`config.mk`:
```
export PLATFORM = sky130hd
export DESIGN_NAME = ext_sync_vreset
export DESIGN_NICKNAME = d
export VERILOG_FILES = /design/src/rtl/esync_pkg.sv /design/src/rtl/esync_pin_sync.sv /design/src/rtl/esync_mode_detect.sv /design/src/rtl/esync_vreset_timer.sv /design/src/rtl/ext_sync_vreset.sv
export SDC_FILE = /design/constraint.sdc
export NUM_CORES = 1
export LEC_CHECK = 0
export BUFFER_PORTS_ARGS = -buffer_cell sky130_fd_sc_hd__buf_2
export CAP_MARGIN = 20
export CORE_MARGIN = 2
export CORE_UTILIZATION = 59
export CTS_BUF_LIST = sky130_fd_sc_hd__clkbuf_2
export CTS_CLUSTER_DIAMETER = 150
export DETAILED_ROUTE_END_ITERATION = 6
export PLACE_DENSITY = 0.81
export SYNTH_ARGS = -nofsm -noshare
export SYNTH_HDL_FRONTEND = slang
export SYNTH_SLANG_ARGS = --single-unit
```
`constraint.sdc`:
```
create_clock -name clk -period 4.19 [get_ports clk]
set_input_delay 0.838 -clock clk [delete_from_list [all_inputs] [get_ports clk]]
set_output_delay 0.838 -clock clk [all_outputs]
set_load 0.03 [all_outputs]
```
`src/rtl/esync_pkg.sv`:
```
package esync_pkg;
  typedef enum logic [1:0] {
    SM_FREE  = 2'd0,
    SM_CSYNC = 2'd1,
    SM_VDHD  = 2'd2,
    SM_BAD   = 2'd3
  } sync_mode_e;
endpackage

```
`src/rtl/esync_pin_sync.sv`:
```
module esync_pin_sync #(
  parameter int W = 3,
  parameter int STAGES = 2,
  parameter logic [W-1:0] RST_VAL = '0
) (
  input  logic         clk,
  input  logic         rst,
  input  logic [W-1:0] din,
  output logic [W-1:0] dout
);
  logic [STAGES-1:0][W-1:0] stg;

  always_ff @(posedge clk) begin
    if (rst) begin
      stg <= {STAGES{RST_VAL}};
    end else begin
      stg[0] <= din;
      for (int i = 1; i < STAGES; i++) stg[i] <= stg[i-1];
    end
  end

  assign dout = stg[STAGES-1];
endmodule

```
`src/rtl/esync_mode_detect.sv`:
```
module esync_mode_detect import esync_pkg::*; #(
  parameter int WIN_LINES = 263
) (
  input  logic       clk,
  input  logic       rst,
  input  logic       line_tick,
  input  logic       href_s,
  input  logic       vref_s,
  input  logic       sel_s,
  output sync_mode_e mode_o,
  output logic       ext_o
);
  localparam int WW = (WIN_LINES > 2) ? $clog2(WIN_LINES) : 1;
  localparam logic [WW-1:0] WLAST = WW'(WIN_LINES - 1);

  logic [WW-1:0] wcnt;
  logic          h_seen, v_seen;
  sync_mode_e    cand, last_cand, mode_q;
  logic          ext_q;
  logic          win_end;

  assign win_end = line_tick && (wcnt == WLAST);

  // classify the activity collected over one window
  always_comb begin
    if (sel_s && h_seen && v_seen)          cand = SM_VDHD;
    else if (!sel_s && !h_seen && v_seen)   cand = SM_CSYNC;
    else if (!sel_s && !h_seen && !v_seen)  cand = SM_FREE;
    else                                    cand = SM_BAD;
  end

  always_ff @(posedge clk) begin
    if (rst) begin
      wcnt      <= '0;
      h_seen    <= 1'b0;
      v_seen    <= 1'b0;
      last_cand <= SM_BAD;
      mode_q    <= SM_FREE;
      ext_q     <= 1'b0;
    end else if (win_end) begin
      wcnt      <= '0;
      h_seen    <= ~href_s;
      v_seen    <= ~vref_s;
      last_cand <= cand;
      if (cand != SM_BAD && cand == last_cand) begin
        mode_q <= cand;
        ext_q  <= (cand != SM_FREE);
      end
    end else begin
      if (line_tick) wcnt <= wcnt + 1'b1;
      h_seen <= h_seen | ~href_s;
      v_seen <= v_seen | ~vref_s;
    end
  end

  assign mode_o = mode_q;
  assign ext_o  = ext_q;
endmodule

```
`src/rtl/esync_vreset_timer.sv`:
```
module esync_vreset_timer import esync_pkg::*; #(
  parameter int CS_LINES_60 = 259,
  parameter int CS_LINES_50 = 309
) (
  input  logic       clk,
  input  logic       rst,
  input  logic       line_tick,
  input  logic       line_half,
  input  logic       std50,
  input  sync_mode_e mode,
  input  logic       cs_fall,
  input  logic       vd_fall,
  output logic       vreset_o,
  output logic       odd_o
);
  localparam int DMAX = (CS_LINES_60 > CS_LINES_50) ? CS_LINES_60 : CS_LINES_50;
  localparam int CW   = $clog2(DMAX + 1);

  logic [CW-1:0] cnt, cnt_nx, tgt;
  logic          armed, par_pend, par_val, vreset_q, odd_q;
  sync_mode_e    arm_mode;
  logic          trig;

  assign trig = (mode == SM_CSYNC && cs_fall) || (mode == SM_VDHD && vd_fall);
  assign cnt_nx = cnt + 1'b1;

  always_comb begin
    if (arm_mode == SM_VDHD) tgt = CW'(1);
    else if (std50)          tgt = CW'(CS_LINES_50);
    else                     tgt = CW'(CS_LINES_60);
  end

  always_ff @(posedge clk) begin
    if (rst) begin
      cnt      <= '0;
      armed    <= 1'b0;
      arm_mode <= SM_FREE;
      par_pend <= 1'b0;
      par_val  <= 1'b1;
      vreset_q <= 1'b0;
      odd_q    <= 1'b1;
    end else begin
      vreset_q <= 1'b0;
      if (trig) begin
        armed    <= 1'b1;
        arm_mode <= mode;
        cnt      <= '0;
        par_pend <= (mode == SM_VDHD);
        par_val  <= ~line_half;
      end else if (mode != arm_mode) begin
        armed <= 1'b0;
      end else if (armed && line_tick) begin
        if (cnt_nx == tgt) begin
          armed    <= 1'b0;
          vreset_q <= 1'b1;
          if (par_pend) odd_q <= par_val;
        end else begin
          cnt <= cnt_nx;
        end
      end
    end
  end

  assign vreset_o = vreset_q;
  assign odd_o    = odd_q;
endmodule

```
`src/rtl/ext_sync_vreset.sv`:
```
module ext_sync_vreset import esync_pkg::*; #(
  parameter int SYNC_STAGES = 2,
  parameter int WIN_LINES   = 263,
  parameter int CS_LINES_60 = 259,
  parameter int CS_LINES_50 = 309
) (
  input  logic       clk,
  input  logic       rst,
  input  logic       line_tick,
  input  logic       line_half,
  input  logic       std50,
  input  logic       vref_pin,
  input  logic       href_pin,
  input  logic       sel_pin,
  input  logic       vsep_n,
  output logic [1:0] sync_mode,
  output logic       ext_sync,
  output logic       vreset,
  output logic       odd_field
);
  localparam int NPIN = 3;

  logic [NPIN-1:0] pins_s;
  logic            href_s, vref_s, sel_s;
  logic            vref_d, vsep_d;
  logic            vd_fall, cs_fall;
  sync_mode_e      mode;

  // open pins idle as: select low, vertical high, horizontal high
  esync_pin_sync #(
    .W(NPIN), .STAGES(SYNC_STAGES), .RST_VAL(3'b011)
  ) u_sync (
    .clk(clk), .rst(rst),
    .din({sel_pin, vref_pin, href_pin}),
    .dout(pins_s)
  );
  assign href_s = pins_s[0];
  assign vref_s = pins_s[1];
  assign sel_s  = pins_s[2];

  always_ff @(posedge clk) begin
    if (rst) begin
      vref_d <= 1'b1;
      vsep_d <= 1'b1;
    end else begin
      vref_d <= vref_s;
      vsep_d <= vsep_n;
    end
  end
  assign vd_fall = vref_d & ~vref_s;
  assign cs_fall = vsep_d & ~vsep_n;

  esync_mode_detect #(.WIN_LINES(WIN_LINES)) u_det (
    .clk(clk), .rst(rst), .line_tick(line_tick),
    .href_s(href_s), .vref_s(vref_s), .sel_s(sel_s),
    .mode_o(mode), .ext_o(ext_sync)
  );

  esync_vreset_timer #(
    .CS_LINES_60(CS_LINES_60), .CS_LINES_50(CS_LINES_50)
  ) u_tmr (
    .clk(clk), .rst(rst), .line_tick(line_tick), .line_half(line_half),
    .std50(std50), .mode(mode), .cs_fall(cs_fall), .vd_fall(vd_fall),
    .vreset_o(vreset), .odd_o(odd_field)
  );

  assign sync_mode = mode;
endmodule

```
==> out/results.ini, run 1 <==
[pwr]
pwr_per_cell_area_mw_per_mm2 = 310
fraction_of_power_consumed_by_the_clock_network = 0.282
share_seq_of_total_power = 0.669
cell_internal_pwr_uw = 445
cellLeakagePower_uw = 0.000706
peakVddDrop_mv = 0.224
power.switching_uw = 142
swShare = 0.242
p_comb_frac = 0.050

[logic_synthesis]
netlist.area_leader.share = 0.451
synthesis.nets = 210
synth_compound_gate_area_share = 0.148
synth_edf_count = 0
synthSimpleGateAreaFrac = 0.280
synthMostInstantiatedCell = dfxtp_1
ys_ff_latch = 40
post_synth.cell_area_avg_um2 = 8.97
netlist_area_mm2 = 0.00178
netlist_top_cells_count = dfxtp_1, nor2_1, nand2_1
synth_top_family_by_area = simple AND/OR/NAND/NOR gates
synth-xor-area-share = 0.0592
post_synth_fa_ha_maj_area_fraction = 0.0211
synthTopCellsByArea = dfxtp_1, nor2_1, nand2_1
synthMuxAreaShare = 0.0169
synth_ff_type = dfxtp_1
synth.yosys.warnings = 0
synth_area_leader_cell = dfxtp_1
ys_async_sr_fraction = 0
synth_sequential_area_ratio = 0.451
synth_cells = 198
yosys.cell_types.count = 42

[critical_path]
critical_path.startpoint_type = flip-flop
worst_reg2reg_setup_slack_ns = 2.09
max_stage_delay_ns = 0.45
timing.critical_path.to = u_tmr.odd_o
r2r_cells = 6
regToRegStartpoint = u_tmr.cnt[0]
end_kind = flip-flop
cp.required_ns = 4.50
path_max_fanout = 8
worst_path_dominant_cell_family = compound AO/OA/AOI/OAI gates
timing.critical_path.slowest_stage_cell = dfxtp_1
worstReg2RegEnd = u_tmr.odd_o
timing_worst_setup_path_type = reg -> reg
critPathBufInv = 0
path_depth = 6
critPathLaunch = u_tmr.cnt[0]
crit_path_cell_trace = ha_1 -> nand3_1 -> xnor2_1 -> a211oi_2 -> o211ai_2 -> o41a_1
crit_arrival_ns = 2.41

[route]
drc = 0
viasPerCell = 5.98
vias = 1460
drc_marker_count_from_the_first_detailed_route_iteration = 70
dr_wl_cell_um = 14.0
dr.pass1.iters = 4
final_wl_mm = 3.41
antenna_violating_nets_post_route = 0

[flow_run]
max_cap_violations = 0

[die]
fp.dieH_um = 58.9
std_cell_rows = 19
initial_util = 0.633
chipWidth_um = 58.9
io_pins = 14
design.core.area_mm2 = 0.00281
die_area_mm2 = 0.00346

[timing]
setup_tns_ns = 0
max_clock_freq_mhz = 476
layout_worst_path_cycle_share = 0.502
timing.hold.ws_ns = 0.431
finalHoldViolCount = 0
number_of_slew_limit_violations_in_the_final_report = 0
fin_skew_ns = 0.0169
final-setup-viol-count = 0
worst_pin_slew_ns = 0.541
slew_headroom = 0.636
final_period_minus_worst_setup_slack_ns = 2.10
setup_repair_after_global_routing_missed_its_margin = false

[placed_design]
routabilityCongestion = 0.824
placement.cell_area_mm2 = 0.00185
place.detailed.hpwl_mm = 2.43
numPortBuffers = 13

[clocking]
clk_transition_reported_paths_ns = 0.20
cts.sink_count = 40
clock_latency_of_the_later_clocked_register_in_the_worst_skew_pair_ns = 0.40
clock_tree_from_tritoncts = built
deepest_clock_path_buffer_count = 2
hold_buffers = 0
post_cts.resized_instances = 0
cts_buf_count = 5
ctsHtreeMaxLevel = 2
cts_root_buf = clkbuf_2
post_cts_buffers = 0

[status]
outcome = complete, no violations

[global_route]
pin_count_of_the_biggest_net_entering_global_routing = 25
grt_remaining_overflow = 0
grt.met1_usage = 0.266
track_usage = 0.225
grt_antenna_before_repair = 0
global_route.usage.met3 = 0.0505
grt_max_usage_layer = met2
grt_pass1_vias = 1407
grt_use_met2 = 0.378
global_route_wire_length_before_repair_mm = 5.93

[min_path]
worstHoldPathType = reg -> reg

[layout]
layout-area-overhead-vs-synth_pct = 6.55
antenna_cells_inserted = 0
final_layout_size_suffix_gt1_frac = 0.164
finish.net_count = 224
layout.cell_area.non_filler_mm2 = 0.00189

per-layer routing:
metal  part of all wire  up-vias  wire [um]
met5                  0        -          0
met2               0.48       38       1640
met1               0.46      678       1570
li1                   -      735          -
met4              0.022        0         76
met3              0.035        9        119
sequential cells by signal (all words and copies together) (netlist names):
| signal | flops |
|---|---|
| u_tmr.cnt | 9 |
| vsep_d | 1 |
| u_sync.stg | 3 |
| u_sync.dout | 3 |
| u_tmr.par_pend | 1 |
| u_tmr.odd_o | 1 |
| u_tmr.arm_mode | 2 |
| u_tmr.armed | 1 |
| u_det.v_seen | 1 |
| u_det.last_cand | 2 |
| u_det.ext_o | 1 |
| u_tmr.vreset_o | 1 |
| u_det.mode_o | 2 |
| u_det.h_seen | 1 |
| vref_d | 1 |
| u_tmr.par_val | 1 |
| u_det.wcnt | 9 |
cells by family (layout without fill, tap and decap cells):
logic type	count (synthesis)	in the layout
buffers and inverters	10	25
AND/OR/NAND/NOR	92	92
adder cells (fa/ha/maj)	3	3
multiplexers	3	3
XOR/XNOR	12	12
flip-flops	40	40
AO/OA/AOI/OAI	38	38
worst register-to-register path: cells and delay by family, from the launching register on:
family | cells | cell delay, ns
adder cells (fa/ha/maj) | 1 | 0.25
AO/OA/AOI/OAI | 3 | 0.93
XOR/XNOR | 1 | 0.20
AND/OR/NAND/NOR | 1 | 0.18
flip-flops | 1 | 0.45
worst min-delay path by stage:
stage | startpoint | to | cells after the start
2_1_floorplan | u_sync.dout[0] | u_det.h_seen | 1
3_3_place_gp | u_sync.dout[0] | u_det.h_seen | 1
3_5_place_dp | u_sync.stg[1] | u_sync.dout[1] | 1
4_1_cts | u_sync.stg[1] | u_sync.dout[1] | 1
5_1_grt | u_sync.stg[1] | u_sync.dout[1] | 1
6_report | u_sync.dout[0] | u_det.h_seen | 1
final cells by class:
class                   count  area, um2
well taps                  31       38.8
inverters                   4       15.0
flip-flops and latches     40        801
clock inverters             1       3.75
clock buffers               7       35.0
fillers                   220        913
repair buffers             13       65.1
multi-input cells         148        933
through the flow:
step / power [uW] / instances / worst slack, ns / util
after global routing: 613 / 244 / 1.86 / 0.674
final: 587 / 244 / 2.09 / 0.674
after detailed placement: 429 / 236 / 1.97 / 0.661
after CTS: 589 / 244 / 2.09 / 0.674
after global placement: 427 / 236 / 2.03 / 0.661
after floorplan: 420 / 198 / 2.12 / -
power groups by stage:
stage | clock network (uW) | logic (uW) | registers [uW]
floorplan | 0 | 21.4 | 399
global placement | 0 | 26.9 | 400
detailed placement | 0 | 28.6 | 400
CTS | 167 | 29.2 | 393
global route | 186 | 32.8 | 394
finish | 165 | 29.2 | 393
placed cells by master, fill, tap and decap left out, types with 7 or more instances in the layout:
cell type	n
dfxtp_1	40
nand2_1	17
clkbuf_2	7
xnor2_1	7
nor2_1	24
buf_2	13
o21ai_0	10
nand4_1	7
or2_2	7
a21oi_1	12
Power figures use the tool's default switching activity.
==> run 2: changes to the inputs <==
--- a/config.mk
+++ b/config.mk
@@ -5,6 +5,7 @@
 export SDC_FILE = /design/constraint.sdc
 export NUM_CORES = 1
 export LEC_CHECK = 0
+export ABC_AREA = 1
 export BUFFER_PORTS_ARGS = -buffer_cell sky130_fd_sc_hd__buf_2
 export CAP_MARGIN = 20
 export CORE_MARGIN = 2
@@ -12,7 +13,7 @@
 export CTS_BUF_LIST = sky130_fd_sc_hd__clkbuf_2
 export CTS_CLUSTER_DIAMETER = 150
 export DETAILED_ROUTE_END_ITERATION = 6
-export PLACE_DENSITY = 0.81
+export PLACE_DENSITY = 0.8
 export SYNTH_ARGS = -nofsm -noshare
 export SYNTH_HDL_FRONTEND = slang
 export SYNTH_SLANG_ARGS = --single-unit
==> constraint.sdc (replaced) <==
create_clock -name clk -period 2 [get_ports clk]
set_input_delay 0.4 -clock clk [delete_from_list [all_inputs] [get_ports clk]]
set_output_delay 0.4 -clock clk [all_outputs]
set_load 0.03 [all_outputs]
==> run 2 against run 1 <==
Clock power is 98% higher. Critical path depth rose by 4. Clock skew is 0.0053 ns higher. Critical path type unchanged. Synthesized cell count up 51%. Combinational power grew 120%. Total power is 110% higher. Sequential share of layout area shrank 6.2 points. Worst hold slack got worse by 0.24 ns. Routed wire length is 17% higher. Synthesized area is 17% higher.
==> out/results.ini, run 2 <==
[status]
outcome = complete, no violations

[critical_path]
path_max_fanout = 12
critPathLaunch = u_tmr.cnt[4]
timing.critical_path.to = u_tmr.cnt[0]
worst_reg2reg_setup_slack_ns = 0.12
crit_arrival_ns = 2.16
cp.required_ns = 2.29
worstReg2RegEnd = u_tmr.cnt[0]
critical_path.startpoint_type = flip-flop
end_kind = flip-flop
timing_worst_setup_path_type = reg -> reg
r2r_cells = 10
regToRegStartpoint = u_tmr.cnt[4]

[route]
dr.pass1.iters = 4
viasPerCell = 5.18
antenna_violating_nets_post_route = 0
drc_marker_count_from_the_first_detailed_route_iteration = 110
final_wl_mm = 3.98
drc = 0
vias = 1885
dr_wl_cell_um = 10.9

[die]
chipWidth_um = 63.3
io_pins = 14
fp.dieH_um = 63.3
design.core.area_mm2 = 0.00336
initial_util = 0.616
die_area_mm2 = 0.00400
std_cell_rows = 21

[layout]
final_layout_size_suffix_gt1_frac = 0.173
reg.largest.list = u_det.wcnt x9, u_tmr.cnt x9
most-common-layout-cells = nand2_1, inv_1, dfxtp_1
finish.net_count = 330
layout.core_utilization = 0.663
final_common_cell = nand2_1
layout-area-overhead-vs-synth_pct = 7.55
n_fill_cell = 341
antenna_cells_inserted = 0

[logic_synthesis]
synth_ff_type = dfxtp_1
netlist.area_leader.share = 0.386
yosys.cell_types.count = 32
post_synth.cell_area_avg_um2 = 6.93
synth.yosys.warnings = 0
netlist_top_cells_count = nand2_1, dfxtp_1, inv_1
synth_area_leader_cell = dfxtp_1
synth_sequential_area_ratio = 0.386
synth_edf_count = 0
ys_ff_latch = 40
synthesis.nets = 311
synthTopCellsByArea = dfxtp_1, nand2_1, inv_1
synth_cells = 299
netlist_area_mm2 = 0.00207
synthMostInstantiatedCell = nand2_1
ys_async_sr_fraction = 0

[flow_run]
max_cap_violations = 0

[timing]
setup_tns_ns = 0
slew_headroom = 0.737
final-setup-viol-count = 0
setup_repair_after_global_routing_missed_its_margin = false
final_period_minus_worst_setup_slack_ns = 1.88
fin_skew_ns = 0.0222
finalHoldViolCount = 0
number_of_slew_limit_violations_in_the_final_report = 0
worst_pin_slew_ns = 0.392
layout_worst_path_cycle_share = 0.938
max_clock_freq_mhz = 533

[placed_design]
place.detailed.hpwl_mm = 3.04
numPortBuffers = 13
routabilityCongestion = 0.954

[clocking]
clock_tree_from_tritoncts = built
hold_buffers = 0
clock_latency_of_the_later_clocked_register_in_the_worst_skew_pair_ns = 0.39
deepest_clock_path_buffer_count = 2
ctsHtreeMaxLevel = 2
clk_transition_reported_paths_ns = 0.20
cts_root_buf = clkbuf_2
cts_buf_count = 5
cts.sink_count = 40

[pwr]
pwr_per_cell_area_mw_per_mm2 = 543
cellLeakagePower_uw = 0.000957
peakVddDrop_mv = 0.403

[global_route]
grt_remaining_overflow = 0
grt_pass1_vias = 1774
track_usage = 0.225
grt_antenna_before_repair = 0
global_route_wire_length_before_repair_mm = 7.25
pin_count_of_the_biggest_net_entering_global_routing = 19

[min_path]
worstHoldPathType = in -> reg

## run 2: changes by cell type after synthesis, sizes merged, moves of 5 or more
cell,delta
xnor2,-5
nand3,+22
inv,+39
or3,-6
nand2,+65
a21oi,+12
nand2b,-6
nor2,+8
## run 2: what timing repair did
action,4_1_cts,5_1_grt
buffers inserted,0,2
setup endpoints to repair,0,8
resized for setup,0,4
hold endpoints to repair,0,0
## run 2: final cells by class
| type | instances | area (um2) | area share |
|---|---|---|---|
| Clock buffer | 5 | 25.0 | 0.0112 |
| Clock inverter | 2 | 12.5 | 0.00561 |
| Inverter | 43 | 161 | 0.0724 |
| Multi-Input combinational cell | 212 | 1080 | 0.485 |
| Sequential cell | 40 | 805 | 0.361 |
| Tap cell | 46 | 57.6 | 0.0258 |
| Timing Repair Buffer | 16 | 87.6 | 0.0393 |
## run 2: metal layers
| layer | GRT usage | share of wire | vias up |
|---|---|---|---|
| met2 | 0.394 | 0.49 | 26 |
| met5 | 0 | 0 | - |
| met1 | 0.271 | 0.46 | 856 |
| li1 | - | - | 995 |
| met3 | 0.0554 | 0.034 | 8 |
| met4 | 0.0734 | 0.014 | 0 |
## run 2: worst min path at each step
stage / slack, ns / cells after the start / startpoint / to
floorplan: 0.39 / 1 / u_sync.dout[0] / u_det.h_seen
global placement: 0.39 / 1 / u_sync.dout[0] / u_det.h_seen
detailed placement: 0.40 / 2 / u_sync.stg[2] / u_sync.dout[2]
CTS: 0.17 / 2 / line_half / u_tmr.par_val
global route: 0.16 / 2 / vref_pin / u_sync.stg[1]
finish: 0.19 / 2 / vsep_n / vsep_d
## run 2: metrics by stage
| step | power (uW) | cell area (um2) | hold slack, ns | instances | setup WS, ns |
|---|---|---|---|---|---|
| final | 1210 | 2230 | 0.187 | 364 | 0.123 |
| after global routing | 1260 | 2230 | 0.161 | 364 | 0.00617 |
| after CTS | 1220 | 2210 | 0.169 | 362 | 0.0970 |
| after detailed placement | 899 | 2170 | 0.395 | 355 | 0.133 |
| after global placement | 897 | 2170 | 0.391 | 355 | 0.217 |
| after floorplan | 878 | 2070 | 0.388 | 299 | 0.289 |
## run 2: worst max-delay path, cell delays in order, from the launching register on
cell and delay [ns]:
dfxtp_1 0.51, nand2_1 0.15, nor2_2 0.19, nand3_1 0.13, nand3b_2 0.14, inv_2 0.04
nor2_2 0.17, nand2_4 0.14, buf_4 0.17, nand3_1 0.06, a21oi_1 0.06
## run 2: power breakdown
group / internal (uW) / switching, uW / total (uW)
clock network: 77.1 / 250 / 327
registers: 811 / 7.02 / 818
logic: 23.8 / 40.8 / 64.6
total: 912 / 297 / 1210
## run 2: cells by family (layout without fill, tap and decap cells)
logic type / after synthesis / in the layout / share of synthesized area
XOR/XNOR: 4 / 4 / 0.0169
AND/OR/NAND/NOR: 168 / 168 / 0.387
adder cells (fa/ha/maj): 3 / 3 / 0.0181
AO/OA/AOI/OAI: 37 / 37 / 0.0978
buffers and inverters: 47 / 66 / 0.0936
flip-flops: 40 / 40 / 0.386
